File: config.mk
export PLATFORM = sky130hd
export DESIGN_NAME = arith_logic_unit
export DESIGN_NICKNAME = d
export VERILOG_FILES = /design/src/rtl/arith_logic_unit.sv
export SDC_FILE = /design/constraint.sdc
export NUM_CORES = 1
export LEC_CHECK = 0
export BUFFER_PORTS_ARGS = -buffer_cell sky130_fd_sc_hd__buf_2
export CELL_PAD_IN_SITES_DETAIL_PLACEMENT = 0
export CELL_PAD_IN_SITES_GLOBAL_PLACEMENT = 2
export CORE_MARGIN = 1
export CORE_UTILIZATION = 27
export DETAILED_ROUTE_END_ITERATION = 12
export MAX_ROUTING_LAYER = met4
export PLACE_DENSITY_LB_ADDON = 0.12
export SETUP_SLACK_MARGIN = 0.1
export SLEW_MARGIN = 20
export SYNTH_ARGS = -nofsm -noshare
export SYNTH_HDL_FRONTEND = slang
export SYNTH_SLANG_ARGS = --single-unit
File: constraint.sdc
create_clock -name vclk -period 5.5
set_input_delay 1.1 -clock vclk [all_inputs]
set_output_delay 1.1 -clock vclk [all_outputs]
set_load 0.02 [all_outputs]
File: src/rtl/arith_logic_unit.sv
module arith_logic_unit #(
  parameter int WIDTH = 32
) (
  input  logic [WIDTH-1:0] a_i,
  input  logic [WIDTH-1:0] b_i,
  input  logic [3:0]       op_i,
  output logic [WIDTH-1:0] result_o,
  output logic             zero_o
);
  localparam logic [3:0] OP_AND = 4'b0000;
  localparam logic [3:0] OP_OR  = 4'b0001;
  localparam logic [3:0] OP_ADD = 4'b0010;
  localparam logic [3:0] OP_SUB = 4'b0110;
  localparam logic [3:0] OP_SLT = 4'b0111;
  localparam logic [3:0] OP_NOR = 4'b1100;
  localparam int         MSB    = WIDTH - 1;

  // op bit 2 puts the shared adder into subtract mode (sub and slt)
  logic             inv_b;
  logic [WIDTH-1:0] b_eff;
  logic [WIDTH-1:0] sum;
  logic             ovf;
  logic             less;

  assign inv_b = op_i[2];
  assign b_eff = inv_b ? ~b_i : b_i;
  assign sum   = a_i + b_eff + {{(WIDTH-1){1'b0}}, inv_b};
  assign ovf   = (a_i[MSB] == b_eff[MSB]) && (sum[MSB] != a_i[MSB]);
  assign less  = sum[MSB] ^ ovf;

  always_comb begin
    unique case (op_i)
      OP_AND:  result_o = a_i & b_i;
      OP_OR:   result_o = a_i | b_i;
      OP_ADD:  result_o = sum;
      OP_SUB:  result_o = sum;
      OP_SLT:  result_o = {{(WIDTH-1){1'b0}}, less};
      OP_NOR:  result_o = ~(a_i | b_i);
      default: result_o = '0;
    endcase
  end

  assign zero_o = ~|result_o;
endmodule


* After elaboration in Yosys (flattened, before gate mapping) *
Cells that the tools add are included.

storage, ports and cells
  bits of input ports = 68
  word-level logic and storage cells = 21
  flip-flop bits (word level) = 0
  output and inout port bits = 33

cells by class
  reduce and logical (&&, ||, !) cells = 5
  eq/ne operators = 7
  bitwise logic cells = 5
  mux-type cells = 2
  $add $sub $neg = 2

operators with widths
  kind                                                              number
  32-bit case mux with 5 select lines                               1
  32-bit NOT                                                        2
  32-bit by 1-bit adder with 32-bit output                          1
  32-bit adder                                                      1
  32-bit bitwise AND                                                1
  32-bit two-way mux                                                1
  32-bit OR                                                         1
  32-bit OR reduction                                               1
  4-bit by 3-bit == test with 1-bit output (second input constant)  2
  4-bit by 1-bit == test with 1-bit output (second input constant)  1
  4-bit by 2-bit == test with 1-bit output (second input constant)  1
  4-bit == test (second input constant)                             1
  4-bit zero test                                                   1
  2-bit OR reduction                                                1
  1-bit == test                                                     1
  1-bit logical AND                                                 1
  1-bit zero test                                                   1
  1-bit inequality test                                             1
  1-bit XOR                                                         1

* Longest topological paths before layout *
Gate-level depths: netlist of the first run.

  depth in word-level cells = 10
  depth in mapped cells = 15
  mapped depth without buffers = 12

* Worst setup path after synthesis of the first run *
Ideal clock, no wire load.

  kind = input to output
  start point = in op_i[2]
  end point = out zero_o
  setup slack = -0.420 ns
  arrival = 4.820 ns
  required time = 4.400 ns
  buffers on the path = 2
  stages on the path = 13
  path through = buf_2 -> buf_1 -> xor2_1 -> ha_1 -> and2_4 -> a221oi_4 -> a211o_1 -> o211ai_1 -> or4_1 -> or4_1 -> nor4_2 -> nand4b_1 -> nor4_2

between the ends
  elaborated cells on any way between the ends = 17
  those cells by class = add/sub: 2; eq/ne: 7; mux: 2; bitwise: 1; reduce/logical: 5

RTL lines
  element                                   RTL line  RTL
  start, declared                           6         input logic [3:0] op_i,
  32-bit two-way mux                        26        assign b_eff = inv_b ? ~b_i : b_i;
  32-bit adder                              27        assign sum = a_i + b_eff + {{(WIDTH-1){1'b0}}, inv_b};
  32-bit by 1-bit adder with 32-bit output  27
  32-bit case mux with 5 select lines (*)   32        unique case (op_i)
  named net result_o[6]                     7         output logic [WIDTH-1:0] result_o,
  32-bit OR reduction (*)                   43        assign zero_o = ~|result_o;
  1-bit zero test (*)                       43
  end, declared                             8         output logic zero_o

The timed path passes the listed nets; every way through them passes the cells marked *.

* Worst setup path after layout of the first run *
  start point = in b_i[1]
  end point = out zero_o

between the ends
  word-level cells in the longest chain between the ends = 10
  elaborated cells on any way between the ends = 13
  those cells by class = add/sub: 2; eq/ne: 1; mux: 2; bitwise: 5; reduce/logical: 3

RTL lines
  element                                   RTL line  RTL
  start, declared                           5         input logic [WIDTH-1:0] b_i,
  32-bit NOT                                26
  32-bit two-way mux                        26
  32-bit adder                              27
  32-bit by 1-bit adder with 32-bit output  27
  1-bit inequality test                     28        assign ovf = (a_i[MSB] == b_eff[MSB]) && (sum[MSB] != a_i[MSB]);
  1-bit logical AND                         28
  1-bit XOR                                 29        assign less = sum[MSB] ^ ovf;
  32-bit case mux with 5 select lines (*)   32
  32-bit OR reduction (*)                   43
  1-bit zero test (*)                       43

Mark *: on every way between the ends. The rest lies on a longest branch, timed or not.

==> flow_summary.toml, run 1 <==
[run_status]
status = "finished, violations left"
violations = "negative setup slack"

[global_route]
grt-ovfl-total = 0
gr-usage-all-layers = 0.228
pin_count_of_the_biggest_net_entering_global_routing = 21
first_global_vias = 4968
wire_length_of_the_first_global_routing_pass_mm = 25.4
grt_antenna_before_repair = 0

[timing]
postLayoutSetupSlackWorst_ns = -0.372
finalWorstPathRequiredPeriod_ns = 5.87
finalSetupTns_ns = -0.372
worst_hold_slack_ns = 2.70
timing.slew.headroom = 0.681
tightest_slew_ns = 0.472
achievable_freq_mhz = 170
drv_slew = 0
final.period_utilization = 1.07
setup_viol = 1
setup_repair_after_global_routing_missed_its_margin = "true"
hold_viol = 0

[routing]
route.final.wire_length_mm = 16.4
route.detailed.wl_per_inst_um = 17.0
vias_per_cell = 5.21
number_of_design_rule_violations_left_by_the_first_detailed_router_iteration = 196
route.detailed.drc = 0
dr_total_vias = 5006
dr.pass1.iters = 5
postRouteAntennaNets = 0

[floorplan]
dieHeight_um = 118
effective_utilization_at_floorplan = 0.282
core_area_sq_mm = 0.0129
die_x_um = 118
floorplan.io_pins = 101
fp-row-count = 41
floorplan.die_area_sq_mm = 0.0139

[worst_setup_path]
cp_slowest_stage_delay_ns = 0.58
critical_path_stages = 14
critPathTopFamily = "simple AND/OR/NAND/NOR gates"
critical_path_peak_fanout = 3
arrival_ns = 4.77
critical_path.slowest_cell = "sky130_fd_sc_hd__or4_4"
critical_path.startpoint_type = "input port"
required_ns = 4.40
crit_path_cell_trace = "buf_4 > xor2_2 > inv_1 > fa_2 > xnor2_1 > a222oi_1 > and4b_1 > o221ai_2 > or4_4 > or4_4 > nor4_4 > nand4b_1 > nor4_4 > buf_4"
timing_worst_setup_path_type = "input port to primary output"
timing.critical_path.to_type = "primary output"
critPathBufInv = 3

[synth]
synth.yosys.seq_area_share = 0
netlist_top_cells_count = "sky130_fd_sc_hd__a21oi_1, sky130_fd_sc_hd__nand2_1, sky130_fd_sc_hd__o21ai_0, sky130_fd_sc_hd__xor2_1, sky130_fd_sc_hd__ha_1"
cell_taking_the_most_area_after_synthesis = "sky130_fd_sc_hd__ha_1"
yosys-top-cells-area = "sky130_fd_sc_hd__ha_1, sky130_fd_sc_hd__maj3_1, sky130_fd_sc_hd__xor2_1"
post_synth_instance_area_sq_mm = 0.00363
netlist_instances = 516
synth_largest_type_area_fraction = 0.121
post-synth-top-count-cell = "sky130_fd_sc_hd__a21oi_1"
synth.net_count = 620
count_of_distinct_cell_types_in_the_synthesized_netlist = 85
synthesis.yosys.warnings = 0
syn-mean-instance-area_sq_um = 7.03

[job]
cap_violations = 0

[final_layout]
antennaDiodeCount = 0
flip_flop_and_latch_count = 0
syn2layout_area_growth_pct = 71.0
fillerInstances = 1317
ff_latch_area_sq_um = 0
fin_util = 0.482
final_layout_size_suffix_gt1_frac = 0.493
fin_nets = 895
number_of_clock_buffers_in_the_layout = 0

[worst_hold_path]
min-delay-path-class = "input port to primary output"
worst_hold_path_cell_count = 4

[power_and_ir_drop]
power.static_leakage_nw = 2.81
power.density_cell_area_mw_per_mm2 = 150
irDropWorstVdd_uv = 62.0

[placement]
post-dp-hpwl_mm = 13.1
port_buffers = 101
routability_congestion_estimate = 0.904

[clock_tree]
cts_hold_repair.buffers = 0
## worst min-delay path: stages
cell                       delay (ns)
sky130_fd_sc_hd__buf_4           0.11
sky130_fd_sc_hd__or3_1           0.14
sky130_fd_sc_hd__nand3b_1        0.09
sky130_fd_sc_hd__buf_2           0.16
## cell usage in the layout (no fill, tap or decap), types with 8 or more instances in the layout
master	n
sky130_fd_sc_hd__xnor2_1	10
sky130_fd_sc_hd__xor2_1	28
sky130_fd_sc_hd__inv_1	12
sky130_fd_sc_hd__nand3_1	11
sky130_fd_sc_hd__nand2_1	44
sky130_fd_sc_hd__nor2_1	26
sky130_fd_sc_hd__nor3_1	26
sky130_fd_sc_hd__o21ai_1	8
sky130_fd_sc_hd__ha_1	26
sky130_fd_sc_hd__o21ai_0	26
sky130_fd_sc_hd__buf_4	199
sky130_fd_sc_hd__buf_2	97
sky130_fd_sc_hd__a21oi_1	42
sky130_fd_sc_hd__nand4_1	10
sky130_fd_sc_hd__a21oi_2	11
sky130_fd_sc_hd__o31ai_1	8
sky130_fd_sc_hd__maj3_1	32
## through the flow
step                      std cells  total power [mW]  setup WS, ns  cell area (sq um)
after floorplan                 516             0.426       -0.0638               3690
after global placement          933             0.795        -0.417               5560
after detailed placement        933             0.796        -0.416               5560
after CTS                       949             0.840        -0.331               5790
after global routing            961              1.01        -0.445               6210
final                           961             0.934        -0.372               6210
## cells by family (layout without fill, tap and decap cells)
| kind of cell | after synthesis | in the layout | synth area share |
|---|---|---|---|
| fa+ha+maj | 69 | 69 | 0.218 |
| simple gates | 166 | 166 | 0.240 |
| buf+inv | 45 | 318 | 0.0665 |
| compound gates | 184 | 184 | 0.348 |
| mux | 5 | 5 | 0.0152 |
| xor+xnor | 47 | 47 | 0.113 |
## report_power, final
group	switching [mW]	total [mW]	internal, mW	leakage [nW]
Combinational	0.469	0.934	0.465	2.81
Sequential	0	0	0	0
Clock	0	0	0	0
Total	0.469	0.934	0.465	2.81
## worst paths after layout
| kind | start | to | slack (ns) |
|---|---|---|---|
| min | b_i[1] | result_o[1] | 2.70 |
| max | b_i[1] | zero_o | -0.37 |
## timing repair
action	CTS	global route
pin swaps	25	27
cloned	0	0
setup buffers	16	12
resized for setup	27	60
setup endpoints to repair	3	6
## cell type report
type | count | area (sq um) | share of cell area
inverters | 12 | 45.0 | 0.00726
multi-input cells | 471 | 3830 | 0.616
well taps | 172 | 215 | 0.0347
repair buffers | 306 | 2120 | 0.342
## metal layers
metal,track usage,vias to the layer above,routed length (um)
li1,-,2513,-
met1,0.318,2356,8050
met2,0.372,121,7590
met3,0.0111,16,512
met4,0.0224,0,210
met5,-,-,0
No activity file was read; power rests on OpenSTA's default activity.
==> run 2: changes to the inputs <==
CORE_UTILIZATION = 30   (was 27)
clock period = 6.1 ns   (was 5.5 ns; I/O delays follow)
==> run 2 against run 1 <==
Effect of this change: the run ends with design-rule violations left; worst hold slack gained 0.23 ns; flip-flop and latch count unchanged; via count decreased by 12%.
==> flow_summary.toml, run 2 (same netlist as run 1, synthesis figures left out) <==
[run_status]
status = "finished, violations left"
violations = "design-rule violations"

[floorplan]
die_x_um = 112
dieHeight_um = 112
effective_utilization_at_floorplan = 0.313
fp-row-count = 39
floorplan.io_pins = 101
core_area_sq_mm = 0.0116
floorplan.die_area_sq_mm = 0.0125

[worst_setup_path]
cp_slowest_stage_delay_ns = 0.49
required_ns = 4.88
arrival_ns = 4.83
critPathTopFamily = "compound AO/OA/AOI/OAI gates"
crit_path_cell_trace = "clkbuf_4 > buf_12 > xor2_1 > ha_1 > nand4_1 > o221ai_4 > o2111ai_1 > o31a_1 > buf_4 > o21ai_0 > a31oi_1 > xor2_1 > o211ai_1 > nor4_2 > buf_4"
timing_worst_setup_path_type = "input port to primary output"
critical_path_peak_fanout = 15
timing.critical_path.to_type = "primary output"
critical_path.slowest_cell = "sky130_fd_sc_hd__o21ai_0"
critical_path_stages = 15
critPathBufInv = 4
critical_path.startpoint_type = "input port"

[routing]
route.final.wire_length_mm = 14.6
number_of_design_rule_violations_left_by_the_first_detailed_router_iteration = 221
route.detailed.wl_per_inst_um = 18.8
postRouteAntennaNets = 0
dr_total_vias = 4408
route.detailed.drc = 4
vias_per_cell = 5.69
dr.pass1.iters = 9

[timing]
hold_viol = 0
final.period_utilization = 0.992
finalSetupTns_ns = 0
achievable_freq_mhz = 165
setup_repair_after_global_routing_missed_its_margin = "true"
timing.slew.headroom = 0.503
drv_slew = 0
setup_viol = 0
finalWorstPathRequiredPeriod_ns = 6.05
tightest_slew_ns = 0.742

[power_and_ir_drop]
power_internal_mw = 0.247
power.density_cell_area_mw_per_mm2 = 130
sw_frac_of_total = 0.585
seqPwrFrac = 0
irDropWorstVdd_uv = 48.9
switching_power_mw = 0.348
p_clk_frac = 0
power.static_leakage_nw = 1.99
combinationalPowerShare = 1.000

[clock_tree]
cts_hold_repair.buffers = 0

[placement]
port_buffers = 101
routability_congestion_estimate = 0.940
post-dp-hpwl_mm = 12.1

[final_layout]
final_layout_size_suffix_gt1_frac = 0.294
antennaDiodeCount = 0
fin_nets = 738
layout.cells.most_common_list = "sky130_fd_sc_hd__buf_2, sky130_fd_sc_hd__a21oi_1, sky130_fd_sc_hd__buf_4, sky130_fd_sc_hd__nand2_1"
ff_latch_area_sq_um = 0
flip_flop_and_latch_count = 0
fin_util = 0.395
number_of_clock_buffers_in_the_layout = 0
syn2layout_area_growth_pct = 26.3
mostFrequentLayoutCell = "sky130_fd_sc_hd__buf_2"

[global_route]
grt_antenna_before_repair = 0
grt-ovfl-total = 0
pin_count_of_the_biggest_net_entering_global_routing = 28
first_global_vias = 4331
gr-usage-all-layers = 0.234
wire_length_of_the_first_global_routing_pass_mm = 23.0

[worst_hold_path]
min-delay-path-class = "input port to primary output"
worst_hold_path_cell_count = 4

[job]
cap_violations = 0
==> run 2: changes by cell type in the layout (fill, tap and decap cells not counted), moves of 7 or more <==
cell / change
sky130_fd_sc_hd__a21oi_1: +7
sky130_fd_sc_hd__o21ai_0: +9
sky130_fd_sc_hd__ha_4: -7
sky130_fd_sc_hd__buf_4: -153
sky130_fd_sc_hd__ha_1: +9
sky130_fd_sc_hd__a21oi_2: -7
==> run 2: layout make-up <==
| cell class | count | area (sq um) |
|---|---|---|
| inverter | 12 | 45.0 |
| multi-input combinational | 471 | 3450 |
| fill | 1284 | 7030 |
| tap | 143 | 179 |
| timing repair buffer | 149 | 908 |
==> run 2: power groups by stage <==
stage                     Sequential (mW)  Clock [mW]  Combinational (mW)
after floorplan                         0           0               0.377
after global placement                  0           0               0.578
after detailed placement                0           0               0.575
after CTS                               0           0               0.585
after global routing                    0           0               0.650
final                                   0           0               0.595
==> run 2: worst min-delay path: stages <==
cell,delay (ns)
sky130_fd_sc_hd__buf_2,0.12
sky130_fd_sc_hd__or3_1,0.13
sky130_fd_sc_hd__nand3b_1,0.08
sky130_fd_sc_hd__buf_2,0.16
==> run 2: metrics by stage <==
stage,cell area (sq um),hold WS (ns),std cells,power (mW),worst slack (ns)
2_1_floorplan,3630,2.71,516,0.377,0.152
3_3_place_gp,4480,2.90,771,0.578,-0.151
3_5_place_dp,4480,2.91,771,0.575,-0.0229
4_1_cts,4540,2.93,774,0.585,0.103
5_1_grt,4580,2.97,775,0.650,-0.101
6_report,4580,2.93,775,0.595,0.0475
==> run 2: final timing paths <==
check,from,endpoint,slack (ns)
min,b_i[1],result_o[1],2.93
max,op_i[2],zero_o,0.05
==> run 2: repair_timing <==
action | 4_1_cts | 5_1_grt
setup endpoints to repair | 1 | 1
pin swaps | 3 | 2
cloned | 0 | 0
gates resized for setup | 6 | 6
setup buffers | 3 | 1
==> run 2: layer usage <==
layer  vias up  wire [um]  global-route usage
met5         -          0                   -
met3         6        732              0.0142
met4         0         61             0.00978
met1      2057       7360               0.342
met2       136       6450               0.371
li1       2209          -                   -
